[src/rtl/muxsio_pkg.sv]
package muxsio_pkg;

    // status word bit positions
    localparam int ST_SCAN_EN  = 0;
    localparam int ST_CLEAR    = 1;
    localparam int ST_LOOP     = 2;
    localparam int ST_RX_IE    = 4;
    localparam int ST_TX_IE    = 5;
    localparam int ST_LINE_LSB = 8;
    localparam int ST_RX_DONE  = 12;
    localparam int ST_TX_RDY   = 13;

    // receive buffer word
    localparam int RB_VALID    = 15;
    localparam int RB_LINE_LSB = 8;

    // modem status bits forced high on read
    localparam logic [15:0] MODEM_FORCE = 16'h0C0C;

    // register offsets
    localparam int OFS_CSR = 'h00;
    localparam int OFS_BUF = 'h08;
    localparam int OFS_TCR = 'h10;
    localparam int OFS_TDR = 'h18;

    typedef enum logic [2:0] {
        RD_NONE,
        RD_CSR,
        RD_BUF,
        RD_TCR,
        RD_MODEM
    } rd_sel_e;

    typedef struct packed {
        logic    any;
        logic    csr_wr;
        logic    cfg_wr;
        logic    tcr_wr;
        logic    tdr_wr;
        logic    buf_rd;
        rd_sel_e rsel;
    } acc_t;

endpackage

[src/rtl/muxsio_bus_dec.sv]
module muxsio_bus_dec
    import muxsio_pkg::*;
#(
    parameter int ADDR_W = 5
) (
    input  logic              sel,
    input  logic              we,
    input  logic [ADDR_W-1:0] addr,
    output acc_t              acc
);
    logic hit_csr, hit_buf, hit_tcr, hit_tdr;

    always_comb begin
        hit_csr = (addr == ADDR_W'(OFS_CSR));
        hit_buf = (addr == ADDR_W'(OFS_BUF));
        hit_tcr = (addr == ADDR_W'(OFS_TCR));
        hit_tdr = (addr == ADDR_W'(OFS_TDR));

        acc        = '0;
        acc.rsel   = RD_NONE;
        acc.any    = sel;
        acc.csr_wr = sel &  we & hit_csr;
        acc.cfg_wr = sel &  we & hit_buf;
        acc.tcr_wr = sel &  we & hit_tcr;
        acc.tdr_wr = sel &  we & hit_tdr;
        acc.buf_rd = sel & ~we & hit_buf;
        if (sel && !we) begin
            if (hit_csr)      acc.rsel = RD_CSR;
            else if (hit_buf) acc.rsel = RD_BUF;
            else if (hit_tcr) acc.rsel = RD_TCR;
            else if (hit_tdr) acc.rsel = RD_MODEM;
        end
    end
endmodule

[src/rtl/muxsio_rr_pick.sv]
module muxsio_rr_pick #(
    parameter int LINES = 4,
    parameter int LW    = $clog2(LINES)
) (
    input  logic [LW-1:0]    ptr,
    input  logic [LINES-1:0] en,
    output logic             found,
    output logic [LW-1:0]    idx
);
    logic [LW-1:0]    cand [LINES];
    logic [LINES-1:0] hit;

    // candidate k is the line k+1 steps after the pointer, wrapped
    for (genvar k = 0; k < LINES; k++) begin : g_cand
        logic [LW:0] sum;
        assign sum     = {1'b0, ptr} + (LW+1)'(k + 1);
        assign cand[k] = (sum >= (LW+1)'(LINES)) ? LW'(sum - (LW+1)'(LINES))
                                                  : sum[LW-1:0];
        assign hit[k]  = en[cand[k]];
    end

    always_comb begin
        found = 1'b0;
        idx   = ptr;
        for (int j = LINES - 1; j >= 0; j--) begin
            if (hit[j]) begin
                found = 1'b1;
                idx   = cand[j];
            end
        end
    end
endmodule

[src/rtl/muxsio_rd_mux.sv]
module muxsio_rd_mux
    import muxsio_pkg::*;
#(
    parameter int REG_W = 16
) (
    input  rd_sel_e          rsel,
    input  logic [REG_W-1:0] csr_view,
    input  logic [REG_W-1:0] tcr,
    input  logic [REG_W-1:0] buf_word,
    input  logic [REG_W-1:0] modem_in,
    output logic [REG_W-1:0] rdata
);
    always_comb begin
        unique case (rsel)
            RD_CSR:   rdata = csr_view;
            RD_BUF:   rdata = buf_word;
            RD_TCR:   rdata = tcr;
            RD_MODEM: rdata = modem_in | REG_W'(MODEM_FORCE);
            default:  rdata = '0;
        endcase
    end
endmodule

[src/rtl/muxsio_ctl.sv]
module muxsio_ctl
    import muxsio_pkg::*;
#(
    parameter int LINES  = 4,
    parameter int REG_W  = 16,
    parameter int CHAR_W = 8,
    parameter int ADDR_W = 5
) (
    input  logic              clk,
    input  logic              rst_n,
    input  logic              scan_tick,
    input  logic              bus_sel,
    input  logic              bus_we,
    input  logic [ADDR_W-1:0] bus_addr,
    input  logic [REG_W-1:0]  bus_wdata,
    output logic [REG_W-1:0]  bus_rdata,
    input  logic              rx_avail,
    input  logic [CHAR_W-1:0] rx_char,
    input  logic [$clog2(LINES)-1:0] rx_line,
    output logic              rx_pop,
    input  logic [REG_W-1:0]  modem_in,
    output logic              tx_valid,
    output logic [$clog2(LINES)-1:0] tx_line,
    output logic [CHAR_W-1:0] tx_byte,
    output logic [REG_W-1:0]  line_cfg,
    output logic              clr_req,
    output logic              loop_mode,
    output logic              irq
);
    localparam int LW = $clog2(LINES);

    typedef struct packed {
        logic              tx_rdy;
        logic              rx_done;
        logic              scan_en;
        logic              tx_ie;
        logic              rx_ie;
        logic              clr;
        logic              loop;
        logic [LW-1:0]     line;
        logic [LW-1:0]     ptr;
        logic [REG_W-1:0]  tcr;
        logic [REG_W-1:0]  cfg;
        logic              irq;
        logic              pend;
        logic              txv;
        logic [LW-1:0]     txl;
        logic [CHAR_W-1:0] txb;
    } state_t;

    state_t s_d, s_q;
    acc_t   acc;
    logic   pick_found;
    logic [LW-1:0] pick_idx;
    logic   run_scan;
    logic [REG_W-1:0] csr_view, buf_word;

    muxsio_bus_dec #(.ADDR_W(ADDR_W)) u_dec (
        .sel  (bus_sel),
        .we   (bus_we),
        .addr (bus_addr),
        .acc  (acc)
    );

    muxsio_rr_pick #(.LINES(LINES), .LW(LW)) u_pick (
        .ptr   (s_q.ptr),
        .en    (s_q.tcr[LINES-1:0]),
        .found (pick_found),
        .idx   (pick_idx)
    );

    // status view; the clear bit is always seen as zero by a read
    always_comb begin
        csr_view = '0;
        csr_view[ST_SCAN_EN] = s_q.scan_en;
        csr_view[ST_LOOP]    = s_q.loop;
        csr_view[ST_RX_IE]   = s_q.rx_ie;
        csr_view[ST_TX_IE]   = s_q.tx_ie;
        csr_view[ST_LINE_LSB +: LW] = s_q.line;
        csr_view[ST_RX_DONE] = s_q.rx_done;
        csr_view[ST_TX_RDY]  = s_q.tx_rdy;

        buf_word = '0;
        if (rx_avail) begin
            buf_word[RB_VALID]          = 1'b1;
            buf_word[RB_LINE_LSB +: LW] = rx_line;
            buf_word[CHAR_W-1:0]        = rx_char;
        end
    end

    muxsio_rd_mux #(.REG_W(REG_W)) u_rd (
        .rsel     (acc.rsel),
        .csr_view (csr_view),
        .tcr      (s_q.tcr),
        .buf_word (buf_word),
        .modem_in (modem_in),
        .rdata    (bus_rdata)
    );

    assign run_scan = (scan_tick | s_q.pend) & ~acc.any;

    always_comb begin
        logic tx_found;
        s_d      = s_q;
        s_d.txv  = 1'b0;
        s_d.pend = acc.any;
        tx_found = 1'b0;

        if (acc.any) begin
            s_d.clr = 1'b0;
            if (acc.csr_wr) begin
                s_d.scan_en = bus_wdata[ST_SCAN_EN];
                s_d.clr     = bus_wdata[ST_CLEAR];
                s_d.loop    = bus_wdata[ST_LOOP];
                s_d.rx_ie   = bus_wdata[ST_RX_IE];
                s_d.tx_ie   = bus_wdata[ST_TX_IE];
                if (!bus_wdata[ST_SCAN_EN]) begin
                    s_d.tx_rdy  = 1'b0;
                    s_d.rx_done = 1'b0;
                end
            end
            if (acc.cfg_wr) begin
                s_d.cfg = bus_wdata;
            end
            if (acc.tcr_wr) begin
                s_d.tcr    = bus_wdata;
                s_d.tx_rdy = 1'b0;
                s_d.irq    = 1'b0;
            end
            if (acc.tdr_wr) begin
                s_d.txv    = 1'b1;
                s_d.txb    = bus_wdata[CHAR_W-1:0];
                s_d.txl    = s_q.line;
                s_d.tx_rdy = 1'b0;
                s_d.irq    = 1'b0;
            end
            if (acc.buf_rd) begin
                s_d.rx_done = 1'b0;
                s_d.irq     = 1'b0;
            end
        end else if (run_scan) begin
            s_d.rx_done = 1'b0;
            if (s_q.scan_en && !s_q.tx_rdy && pick_found) begin
                s_d.tx_rdy = 1'b1;
                s_d.line   = pick_idx;
                s_d.ptr    = pick_idx;
                tx_found   = 1'b1;
                if (s_q.tx_ie) s_d.irq = 1'b1;
            end
            if (!tx_found && rx_avail && s_q.scan_en) begin
                s_d.rx_done = 1'b1;
                if (s_q.rx_ie) s_d.irq = 1'b1;
            end
        end
    end

    always_ff @(posedge clk) begin
        if (!rst_n) begin
            s_q         <= '0;
            s_q.tx_rdy  <= 1'b1;
            s_q.scan_en <= 1'b1;
        end else begin
            s_q <= s_d;
        end
    end

    assign rx_pop    = acc.buf_rd & rx_avail;
    assign tx_valid  = s_q.txv;
    assign tx_line   = s_q.txl;
    assign tx_byte   = s_q.txb;
    assign line_cfg  = s_q.cfg;
    assign clr_req   = s_q.clr;
    assign loop_mode = s_q.loop;
    assign irq       = s_q.irq;

    AST_RDY_FROM_SCAN: assert property (@(posedge clk) disable iff (!rst_n)
        $rose(s_q.tx_rdy) |-> $past(run_scan && s_q.scan_en));
    AST_RDY_LINE_ENABLED: assert property (@(posedge clk) disable iff (!rst_n)
        $rose(s_q.tx_rdy) |-> s_q.tcr[s_q.line]);
    AST_RX_SUPPRESSED: assert property (@(posedge clk) disable iff (!rst_n)
        $rose(s_q.tx_rdy) |-> !s_q.rx_done);
    AST_SCAN_OFF_IDLE: assert property (@(posedge clk) disable iff (!rst_n)
        !s_q.scan_en |-> (!s_q.tx_rdy && !s_q.rx_done));
    AST_TCR_ACK: assert property (@(posedge clk) disable iff (!rst_n)
        $past(acc.tcr_wr) |-> (!irq && !s_q.tx_rdy));
    AST_TX_CLEARS: assert property (@(posedge clk) disable iff (!rst_n)
        tx_valid |-> (!irq && !s_q.tx_rdy));
    AST_POP_ONLY_READ: assert property (@(posedge clk) disable iff (!rst_n)
        rx_pop |-> (bus_sel && !bus_we && rx_avail));

endmodule

[config.mk]
export PLATFORM = sky130hd
export DESIGN_NAME = muxsio_ctl
export DESIGN_NICKNAME = d
export VERILOG_FILES = /design/src/rtl/muxsio_pkg.sv /design/src/rtl/muxsio_bus_dec.sv /design/src/rtl/muxsio_rr_pick.sv /design/src/rtl/muxsio_rd_mux.sv /design/src/rtl/muxsio_ctl.sv
export SDC_FILE = /design/constraint.sdc
export NUM_CORES = 1
export LEC_CHECK = 0
export BUFFER_PORTS_ARGS = -buffer_cell sky130_fd_sc_hd__buf_4
export CORE_AREA = 2 2 82 84
export DETAILED_ROUTE_END_ITERATION = 12
export DIE_AREA = 0 0 84 86
export PLACE_DENSITY = 0.78
export SYNTH_ARGS = -nofsm -noshare
export SYNTH_HDL_FRONTEND = slang
export SYNTH_HIERARCHICAL = 1
export SYNTH_SLANG_ARGS = --single-unit
[constraint.sdc]
create_clock -name clk -period 2.2 [get_ports clk]
set_input_delay 0.11 -clock clk [delete_from_list [all_inputs] [get_ports clk]]
set_output_delay 0.11 -clock clk [all_outputs]
set_load 0.005 [all_outputs]
# --- Yosys cells after proc, flatten, opt, wreduce, memory -nomap -nowiden ---
# Cells that the tools add are included.
op_classes:
  addsub: 8
  order_cmp: 8
  n_eq_ne: 12
  n_mux: 50
  n_bitwise: 12
  n_reduce_logical: 21
op_table:
  columns: ["operator", "count"]
  rows:
  - ["case mux 16 bit (4 select lines)", 1]
  - ["2-to-1 mux 1 bit", 26]
  - ["2-to-1 mux 2 bit", 11]
  - ["2-to-1 mux 3 bit", 5]
  - [">= comparator 3 bit, second input constant", 4]
  - ["< comparator 2 x 3 -> 1 bit, second input constant", 4]
  - ["AND reduction 2 bit", 6]
  - ["2-to-1 mux 11 bit", 1]
  - ["== test 5 bit, second input constant", 2]
  - ["2-to-1 mux 10 bit", 1]
  - ["AND 1 bit", 9]
  - ["binary-select mux 1 bit (select 2 bit)", 4]
  - ["inequality test 4 x 1 -> 1 bit, second input constant", 2]
  - ["AND reduction 4 bit", 2]
  - ["subtractor 2 x 1 -> 2 bit, second input constant", 4]
  - ["2-to-1 mux 7 bit", 1]
  - ["adder 2 x 2 -> 3 bit, second input constant", 2]
  - ["== test 3 x 2 -> 1 bit, second input constant", 2]
  - ["== test 5 x 4 -> 1 bit, second input constant", 1]
  - ["logical AND 1 bit", 5]
  - ["zero test 5 bit", 1]
  - ["inequality test 4 x 2 -> 1 bit, second input constant", 1]
  - ["nonzero test 2 bit", 2]
  - ["nonzero test 4 bit", 1]
  - ["10 further kinds", 13]
word_totals:
  ff_bits: 54
  in_bits: 53
  out_inout_bits: 47
  elab_cells: 126

# --- Logic depth before layout (Yosys ltp) ---
# Gate-level depths: netlist of run 1.
depth:
  depth_word: 19
  ltp_mapped: 7
  depth_no_buf: 5

# --- Cells and area by module ---
# Netlist of run 1, hierarchy kept.
by_module_without_submodules:
  columns: ["module", "n_inst", "cells_per_inst", "area_per_inst_um2", "seq_area_each_um2"]
  rows:
  - ["muxsio_ctl", 1, 286, 2368.5, 1081.0]
  - ["muxsio_rd_mux", 1, 74, 598.1, 0.0]
  - ["muxsio_bus_dec", 1, 13, 105.1, 0.0]
  - ["muxsio_rr_pick", 1, 14, 82.6, 0.0]

# --- Worst setup path after synthesis of run 1 ---
# OpenSTA, ideal clock, no wires.
synth_timing:
  kind: "input-to-output"
  from: "input bus_we"
  to: "output bus_rdata[0]"
  arrival_ps: 1636
  required_time_ps: 2090
  slack_ps: 454
  stages: 6
  path_buffers: 2
  cell_sequence: "or4b_4 -> nor3_1 -> nand2b_1 -> buf_2 -> buf_4 -> o221ai_1"
synth_lines:
  columns: ["element", "line", "source"]
  rows:
  - ["from (decl)", "muxsio_ctl.sv:13", "input logic bus_we,"]
  - ["to (decl)", "muxsio_ctl.sv:16", "output logic [REG_W-1:0] bus_rdata,"]

==> metrics.md, run 1 <==
| Metric | Value |
|---|---|
| Result of the run | finished clean |
| Overall overflow remaining after global route | 0 |
| Worst Path Arrival | 1.88 ns |
| Share of post-route cells with drive strength above 1 | between 30% and 40% |
| Post-DRT Antenna Nets | 0 |
| Pre-antenna DRT Iters | 4 |
| Routed vias/inst | 5.34 |
| Unique masters post-synth | 49 |
| Buffers and inverters on the worst path | 4 |
| Final min period | 1.99 ns |
| Maximum root-to-sink buffer count | 2 |
| Delay contributed by the slowest stage of the critical path | 0.56 ns |
| Fraction of registers with async set or reset after synthesis | 0% |
| Worst IR Drop VDD | 0.477 mV |
| Clk sink count | 54 |
| Ys flop type | sky130_fd_sc_hd__dfxtp_1 |
| Total GRT Usage | 21.5% |
| Final-report max-slew violation count | 0 |
| Routed wire per std cell | 14.7 microns |
| Placed cell areas | 3720 sq um |
| Power per cell area | 460 nW/um^2 |
| Final setup violating endpoints | 0 |
| Core Rows | 29 |
| Global Route met1 Usage | around 29% |
| Busiest metal layer after global routing | met2 |
| Final count of hold timing violations | 0 |
| I/O pin count | 100 |
| First-pass GRT wire length | about 13,000 microns |
| Avg Inst Size Synth | 8.15 sq um |
| Number of vias in the routed layout | 2,861 |
| Utilization of the core after routing | 60.8% |
| Initial core utilization | ~50% |
| Met2 routing resource usage after global routing | between 30 and 40% |
| Cell with the largest stage delay on the worst path | sky130_fd_sc_hd__or4b_4 |
| Synthesized instance count | 387 |
| TritonCTS clock tree | done |
| Register bit total from synthesis | 54 |
| Die H | 86 microns |
| Total die area | ~7200 sq um |
| Number of nets at the end of the flow | around 500 |
| Post-CTS setup buffer count | 0 |
| Number of design-rule violations left by the first detailed-router iteration | 116 |
| Total Neg Setup Slack | 0 ns |
| Sequential-to-total area share from yosys stat | between 30% and 40% |
| Post-detailed-placement half-perimeter wirelength | ~6000 microns |
| Overall routed net length | 7850 microns |
| Master cell of the clock root buffer | sky130_fd_sc_hd__clkbuf_8 |
| Number of buffers created by CTS | 5 |
| Worst slew slack as a fraction of its limit | 62.7% |
| Crit path cell chain | buf_4 -> or4b_4 -> nor3_1 -> buf_4 -> nand2b_1 -> buf_12 -> o221ai_1 -> buf_4 |
| CP most frequent cell | sky130_fd_sc_hd__buf_4 |
| Type of the most critical hold path | in -> reg |
| Max Freq | about 0.50 GHz |
| Gp weighted congestion | 0.878 |
| Die outline width | 84 microns |
| Largest delay contributor family on the critical path | simple AND/OR/NAND/NOR gates |
| Clock slew at reported path FFs | 0.10 ns |
| Period utilization | 90.6% |
| Tightest Pin Transition | 0.559 ns |
| DRC viols | 0 |
| Met3 capacity usage during global routing | 4.62% |
| Number of antenna violations at the first check in global routing | 0 |
| Count of buffers inserted at the top-level ports | 95 |
| Vias in the first global route | approximately 2,700 |
| Number of enable flip-flop cells after synthesis | 0 |
| Worst clock skew on the final layout | just over 0.008 ns |
| Leakage power | 1.43 nW |
| CP Launch Type | input port |
| Number of violations of the max-capacitance limit | 0 |
| Diodes inserted | 0 |
| Unrepaired setup endpoints after global routing | no |
| Area of the mapped netlist | 3150 sq um |
| Clock latency on the worst-skew pair | ~0.30 ns |
| Setup Crit Path Kind | in -> out |
| Required time of the critical path | approximately 2.1 ns |
| Htree depth | 2 |
| Type of destination of the critical path | output port |
| Area added between synthesis and finish | 21.1% |
| Warnings from Yosys | 6 |
| Area inside the core boundary | 6280 sq um |
| Largest net degree at the start of global routing | 50 |
| Maximum fanout along the worst path | 16 |
| Final design instance area without fill | 3820 sq um |
report_power, final:
part	total, mW	internal (mW)	switching [mW]
registers	0.984	0.981	0.00318
logic	0.184	0.0947	0.0894
clock network	0.589	0.260	0.329
total	1.76	1.34	0.422
path summary, 6_finish.rpt:
path / slack [ns] / cells after the start / to / from
worst min-delay path: 0.05 / 2 / csr_view[0] / rst_n
worst max-delay path: 0.21 / 8 / bus_rdata[15] / bus_we
worst min register to register: 0.46 / 2 / line_cfg[5] / line_cfg[5]
worst max register to register: 0.46 / 4 / irq / s_q[32]
per-stage QoR:
stage,worst slack (ns),instances,hold WS [ns],total power [mW]
floorplan,0.454,399,0.246,1.09
global placement,0.188,528,0.356,1.19
detailed placement,0.0772,528,0.361,1.19
CTS,0.0739,536,0.0366,1.77
global route,0.0589,536,0.0428,1.83
finish,0.207,536,0.0498,1.76
state kept, by name, indices dropped and copies added (netlist names):
register   cells
s_q           19
line_cfg      16
tx_byte        8
csr_view       5
tx_line        2
clr_req        1
irq            1
loop_mode      1
tx_valid       1
per-layer routing:
| metal | wire, microns | share of wire [%] | up-vias |
|---|---|---|---|
| met4 | 129 | 1.6 | 0 |
| met5 | 0 | 0 | - |
| met1 | 3600 | 46 | 1344 |
| met2 | 3670 | 47 | 82 |
| li1 | - | - | 1424 |
| met3 | 449 | 5.7 | 11 |
Yosys cell counts (all sizes together) (2+ instances only):
cell | instances | area, sq um
nor2 | 6 | 22.5
nor4b | 3 | 32.5
and2 | 15 | 98.9
nor3 | 4 | 25.0
nor2b | 2 | 20.0
nand2b | 5 | 33.8
mux2i | 20 | 200
inv | 6 | 22.5
buf | 49 | 385
a21oi | 48 | 274
a31oi | 2 | 12.5
dfxtp | 54 | 1080
o221ai | 16 | 146
nand3 | 6 | 30.0
clkbuf | 5 | 18.8
or2 | 2 | 12.5
nand4bb | 12 | 135
nand2 | 113 | 424
logic make-up (layout without fill, tap and decap cells):
family,Yosys count,count (layout),synth area share [%]
XOR/XNOR,1,1,0.278
buffers and inverters,60,120,13.5
multiplexers,20,20,6.35
AO/OA/AOI/OAI,74,74,16.1
AND/OR/NAND/NOR,177,177,29.4
flip-flops,54,54,34.3
other,1,13,0.119
cells in the final DEF, fill, tap and decap left out, drive strengths merged, types with 2 or more instances in the layout:
cell type  netlist  routed
nand2          113     113
buf             49     106
dfxtp           54      54
a21oi           48      48
mux2i           20      20
o221ai          16      16
and2            15      15
conb             1      13
nand4bb         12      12
inv              6       7
nand3            6       6
nor2             6       6
clkbuf           5       6
nand2b           5       5
nor3             4       4
nor4b            3       3
a31oi            2       2
nor2b            2       2
or2              2       2
cell type report:
class	count	area [sq um]
fillers	608	2460
multi-input cells	285	1700
flip-flops and latches	54	1080
repair buffers	106	821
well taps	77	96.3
clock buffers	6	82.6
inverters	6	22.5
clock inverters	2	16.3
what timing repair did:
item	CTS	global route
resized for setup	0	1
hold buffers	0	0
endpoints found under the setup margin	0	10
Power figures use the tool's default switching activity.
==> run 2: changes to the inputs <==
--- a/config.mk
+++ b/config.mk
@@ -6,11 +6,10 @@
 export NUM_CORES = 1
 export LEC_CHECK = 0
 export BUFFER_PORTS_ARGS = -buffer_cell sky130_fd_sc_hd__buf_4
-export CORE_AREA = 2 2 82 84
+export CORE_AREA = 2 2 78 80
 export DETAILED_ROUTE_END_ITERATION = 12
-export DIE_AREA = 0 0 84 86
-export PLACE_DENSITY = 0.78
+export DIE_AREA = 0 0 80 82
+export PLACE_DENSITY = 0.79
 export SYNTH_ARGS = -nofsm -noshare
 export SYNTH_HDL_FRONTEND = slang
-export SYNTH_HIERARCHICAL = 1
 export SYNTH_SLANG_ARGS = --single-unit
==> constraint.sdc (replaced) <==
create_clock -name clk -period 2.2 [get_ports clk]
set_input_delay 0.11 -clock clk [delete_from_list [all_inputs] [get_ports clk]]
set_output_delay 0.11 -clock clk [all_outputs]
set_load 0.05 [all_outputs]
==> run 2 against run 1 <==
Synthesized cell count down 24%. Die area down 9.2%. Non-clock buffer count down 1. Global-route usage up 0.22 points. Cell count down 19%. Highest routed layer unchanged. Critical endpoint is now bus_rdata[6]. Combinational power up 8%. Area after synthesis down 12%. Clock skew down 0.0016 ns. Via count down 17%.
==> metrics.md, run 2 <==
| Metric | Value |
|---|---|
| First-pass GRT wire length | 10,900 microns (was 12,800 microns) |
| Least setup slack across all paths after layout | 0.390 ns (was 0.207 ns) |
| Proportion of power drawn by the clock network | 40.8% (was 33.5%) |
| Worst slack at placement | 0.387 ns (was 0.0772 ns) |
| Clock slew at reported path FFs | 0.10 ns (about the same) |
| Min-delay src | bus_wdata[10] (was rst_n) |
| Routed wire per std cell | 16.5 microns (was 14.7 microns) |
| Max reg flops | 19 (unchanged) |
| Buffers and inverters on the worst path | 2 (was 4) |
| Count of buffers inserted at the top-level ports | 95 (unchanged) |
| Tightest Pin Transition | 0.616 ns (was 0.559 ns) |
| Result of the run | finished clean (unchanged) |
| Clock latency on the worst-skew pair | 0.30 ns (about the same) |
| Final min period | 1.81 ns (was 1.99 ns) |
| Library cell with the highest instance count after synthesis | sky130_fd_sc_hd__nor2_1 (was sky130_fd_sc_hd__nand2_1) |
| Maximum fanout along the worst path | 7 (was 16) |
| Max Freq | 0.552 GHz (was 0.502 GHz) |
| Cell accounting for the most synthesized area | sky130_fd_sc_hd__dfxtp_1 (unchanged) |
| Number of antenna violations at the first check in global routing | 0 (unchanged) |
| Diodes inserted | 0 (unchanged) |
| Share of total power in combinational logic | 9.9% (was 10.5%) |
| Largest delay contributor family on the critical path | simple AND/OR/NAND/NOR gates (unchanged) |
| Filler cells | 517 (was 608) |
| Overall power | 2.00 mW (was 1.76 mW) |
| Unrepaired setup endpoints after global routing | no (unchanged) |
| Number of enable flip-flop cells after synthesis | 0 (unchanged) |
| Total die area | 6560 sq um (was 7220 sq um) |
| Number of vias in the routed layout | 2,361 (was 2,861) |
| Master cell of the clock root buffer | sky130_fd_sc_hd__clkbuf_8 (unchanged) |
| Post-Route Hold Slack | 0.0424 ns (was 0.0498 ns) |
| Worst Path Arrival | 1.70 ns (was 1.88 ns) |
| Overall routed net length | 7200 microns (was 7850 microns) |
| Overall overflow remaining after global route | 0 (unchanged) |
| Total placed cells including tap cells | 427 (was 528) |
| Total Neg Setup Slack | 0 ns (unchanged) |
| Number of violations of the max-capacitance limit | 0 (unchanged) |
| Initial core utilization | 48.6% (was 50.2%) |
| Post-DRT Antenna Nets | 0 (unchanged) |
| Core Rows | 28 (was 29) |
| Total GRT Usage | 21.7% (was 21.5%) |
| Delay contributed by the slowest stage of the critical path | 0.58 ns (was 0.56 ns) |
| Post-detailed-placement half-perimeter wirelength | 5120 microns (was 5980 microns) |
| Final setup violating endpoints | 0 (unchanged) |
| Highest-count cells in the layout ignoring fill and taps | sky130_fd_sc_hd__buf_4 (103), sky130_fd_sc_hd__nor2_1 (57), sky130_fd_sc_hd__mux2i_1 (55), sky130_fd_sc_hd__dfxtp_1 (54) (was sky130_fd_sc_hd__nand2_1 (113), sky130_fd_sc_hd__buf_4 (104), sky130_fd_sc_hd__dfxtp_1 (54), sky130_fd_sc_hd__a21oi_1 (39), sky130_fd_sc_hd__mux2i_1 (20)) |
| Part of the total power dissipated in sequential elements | 49.3% (was 56.0%) |
| Setup Crit Path Kind | in -> out (unchanged) |
| Leading cell type in the layout, fill and taps excluded | sky130_fd_sc_hd__buf_4 (was sky130_fd_sc_hd__nand2_1) |
| Number of nets at the end of the flow | 413 (was 511) |
| Switching share of power | 21.8% (was 24.0%) |
| Worst slew slack as a fraction of its limit | 58.8% (was 62.7%) |
| NetSw | 0.437 mW (was 0.422 mW) |
| Period utilization | 82.3% (was 90.6%) |
| Pre-antenna DRT Iters | 4 (unchanged) |
| Area contributors post-synth | sky130_fd_sc_hd__dfxtp_1 (39%), sky130_fd_sc_hd__mux2i_1 (20%), sky130_fd_sc_hd__buf_4 (7.8%) (was sky130_fd_sc_hd__dfxtp_1 (34%), sky130_fd_sc_hd__nand2_1 (13%), sky130_fd_sc_hd__buf_4 (7.9%)) |
| TritonCTS clock tree | done (unchanged) |
| Ys flop type | sky130_fd_sc_hd__dfxtp_1 (unchanged) |
| Critical path startpoint | bus_addr[1] (was bus_we) |
| CP Launch Type | input port (unchanged) |
| Power per cell area | 570 nW/um^2 (was 460 nW/um^2) |
| Final-report max-slew violation count | 0 (unchanged) |
| DRC viols | 0 (unchanged) |
| Leading post-synthesis cells by instance count | sky130_fd_sc_hd__nor2_1 (57), sky130_fd_sc_hd__mux2i_1 (55), sky130_fd_sc_hd__dfxtp_1 (54) (was sky130_fd_sc_hd__nand2_1 (113), sky130_fd_sc_hd__dfxtp_1 (54), sky130_fd_sc_hd__a21oi_1 (39)) |
| Sequential-to-total area share from yosys stat | 38.7% (was 34.3%) |
| Leakage power | 1.82 nW (was 1.43 nW) |
| Crit path cell chain | buf_4 -> or4b_1 -> nor2_1 -> nand2_1 -> o2bb2ai_1 -> buf_4 (was buf_4 -> or4b_4 -> nor3_1 -> buf_4 -> nand2b_1 -> buf_12 -> o221ai_1 -> buf_4) |
| Area inside the core boundary | 5750 sq um (was 6280 sq um) |
| Area added between synthesis and finish | 25.9% (was 21.1%) |
| Type of destination of the critical path | output port (unchanged) |
| Count of placed standard cells in the final layout, fillers left out | 436 (was 536) |
| Warnings from Yosys | 0 (was 6) |
| Vias in the first global route | 2,247 (was 2,720) |
| Area share of the largest cell type after synthesis | 38.7% (was 34.3%) |
| Int Power | 1.57 mW (was 1.34 mW) |
| Utilization of the core after routing | 61.1% (was 60.8%) |
| Share of post-route cells with drive strength above 1 | 34.9% (was 30.3%) |
| Worst IR Drop VDD | 0.388 mV (was 0.477 mV) |
| Maximum root-to-sink buffer count | 2 (unchanged) |
| Synthesized instance count | 295 (was 387) |
| Die outline width | 80 microns (was 84 microns) |
| Crit Reg-Reg Startpoint | s_q[32] (unchanged) |
| Unique masters post-synth | 43 (was 49) |
| Mapped Nets | 348 |
| Die H | 82 microns (was 86 microns) |
| Clk sink count | 54 (unchanged) |
| Register containing the most flip-flops in the final layout | s_q (unchanged) |
| Final design instance area without fill | 3510 sq um (was 3820 sq um) |
| Largest net degree at the start of global routing | 26 (was 50) |
| CP most frequent cell | sky130_fd_sc_hd__buf_4 (unchanged) |
| Required time of the critical path | 2.09 ns (about the same) |
| Routed vias/inst | 5.42 (was 5.34) |
| Final count of hold timing violations | 0 (unchanged) |
| Cell with the largest stage delay on the worst path | sky130_fd_sc_hd__or4b_1 (was sky130_fd_sc_hd__or4b_4) |
| Area of the mapped netlist | 2790 sq um (was 3150 sq um) |
| Number of gates resized after cts | 0 (unchanged) |
| Worst clock skew on the final layout | 0.00650 ns (was 0.00805 ns) |
| Fraction of registers with async set or reset after synthesis | 0% (unchanged) |
| Avg Inst Size Synth | 9.46 sq um (was 8.15 sq um) |
| Gp weighted congestion | 0.804 (was 0.878) |
| Register bit total from synthesis | 54 (unchanged) |
| I/O pin count | 100 (unchanged) |
| Placed cell areas | 3360 sq um (was 3720 sq um) |
| Htree depth | 2 (unchanged) |
| Type of the most critical hold path | in -> reg (unchanged) |
| Number of buffers created by CTS | 5 (unchanged) |
| Number of design-rule violations left by the first detailed-router iteration | 166 (was 116) |
-- run 2: layout make-up --
class,count,area (sq um),area share [%]
Inverter,2,7.51,0.214
Timing Repair Buffer,105,803,22.9
Clock inverter,2,60.1,1.71
Multi-Input combinational cell,192,1390,39.4
Sequential cell,54,1080,30.8
Clock buffer,6,82.6,2.35
Tap cell,75,93.8,2.67
-- run 2: worst register-to-register path, stage by stage, from the launching register on --
cell and delay [ns]:
sky130_fd_sc_hd__dfxtp_1 0.53, sky130_fd_sc_hd__nor4_2 0.12, sky130_fd_sc_hd__nor4b_2 0.49, sky130_fd_sc_hd__a31oi_1 0.14, sky130_fd_sc_hd__a311oi_1 0.25
-- run 2: power by group through the flow --
stage               clock network, mW  registers (mW)  logic [mW]
floorplan                           0            1.01      0.0946
global placement                    0            1.01       0.193
detailed placement                  0            1.01       0.196
CTS                             0.829           0.987       0.198
global route                    0.867           0.988       0.212
finish                          0.817           0.987       0.198
-- run 2: worst paths after layout --
path	depth (start not counted)	end	slack, ns
worst max-delay path	6	bus_rdata[6]	0.39
worst min-delay path	3	line_cfg[10]	0.04
worst max register to register	4	s_q[45]	0.59
worst min register to register	2	clr_req	0.48
-- run 2: logic make-up (layout without fill, tap and decap cells) --
logic type	after synthesis	in the layout	synth area share, %
AO/OA/AOI/OAI	42	42	11.0
flip-flops	54	54	38.7
AND/OR/NAND/NOR	87	87	15.7
XOR/XNOR	1	1	0.314
buffers and inverters	49	115	11.6
multiplexers	62	62	22.6
-- run 2: timing repair --
action / 4_1_cts / 5_1_grt
hold buffers: 1 / 0
buffers inserted: 0 / 0
endpoints found under the hold margin: 1 / 0
-- run 2: per-layer routing --
| metal | vias to the layer above | global-route usage [%] | part of all wire [%] |
|---|---|---|---|
| li1 | 1139 | - | - |
| met1 | 1100 | 27.4 | 41 |
| met2 | 105 | 35.5 | 48 |
| met3 | 17 | 4.62 | 7.5 |
| met4 | 0 | 10.5 | 2.7 |
| met5 | - | 0 | 0 |
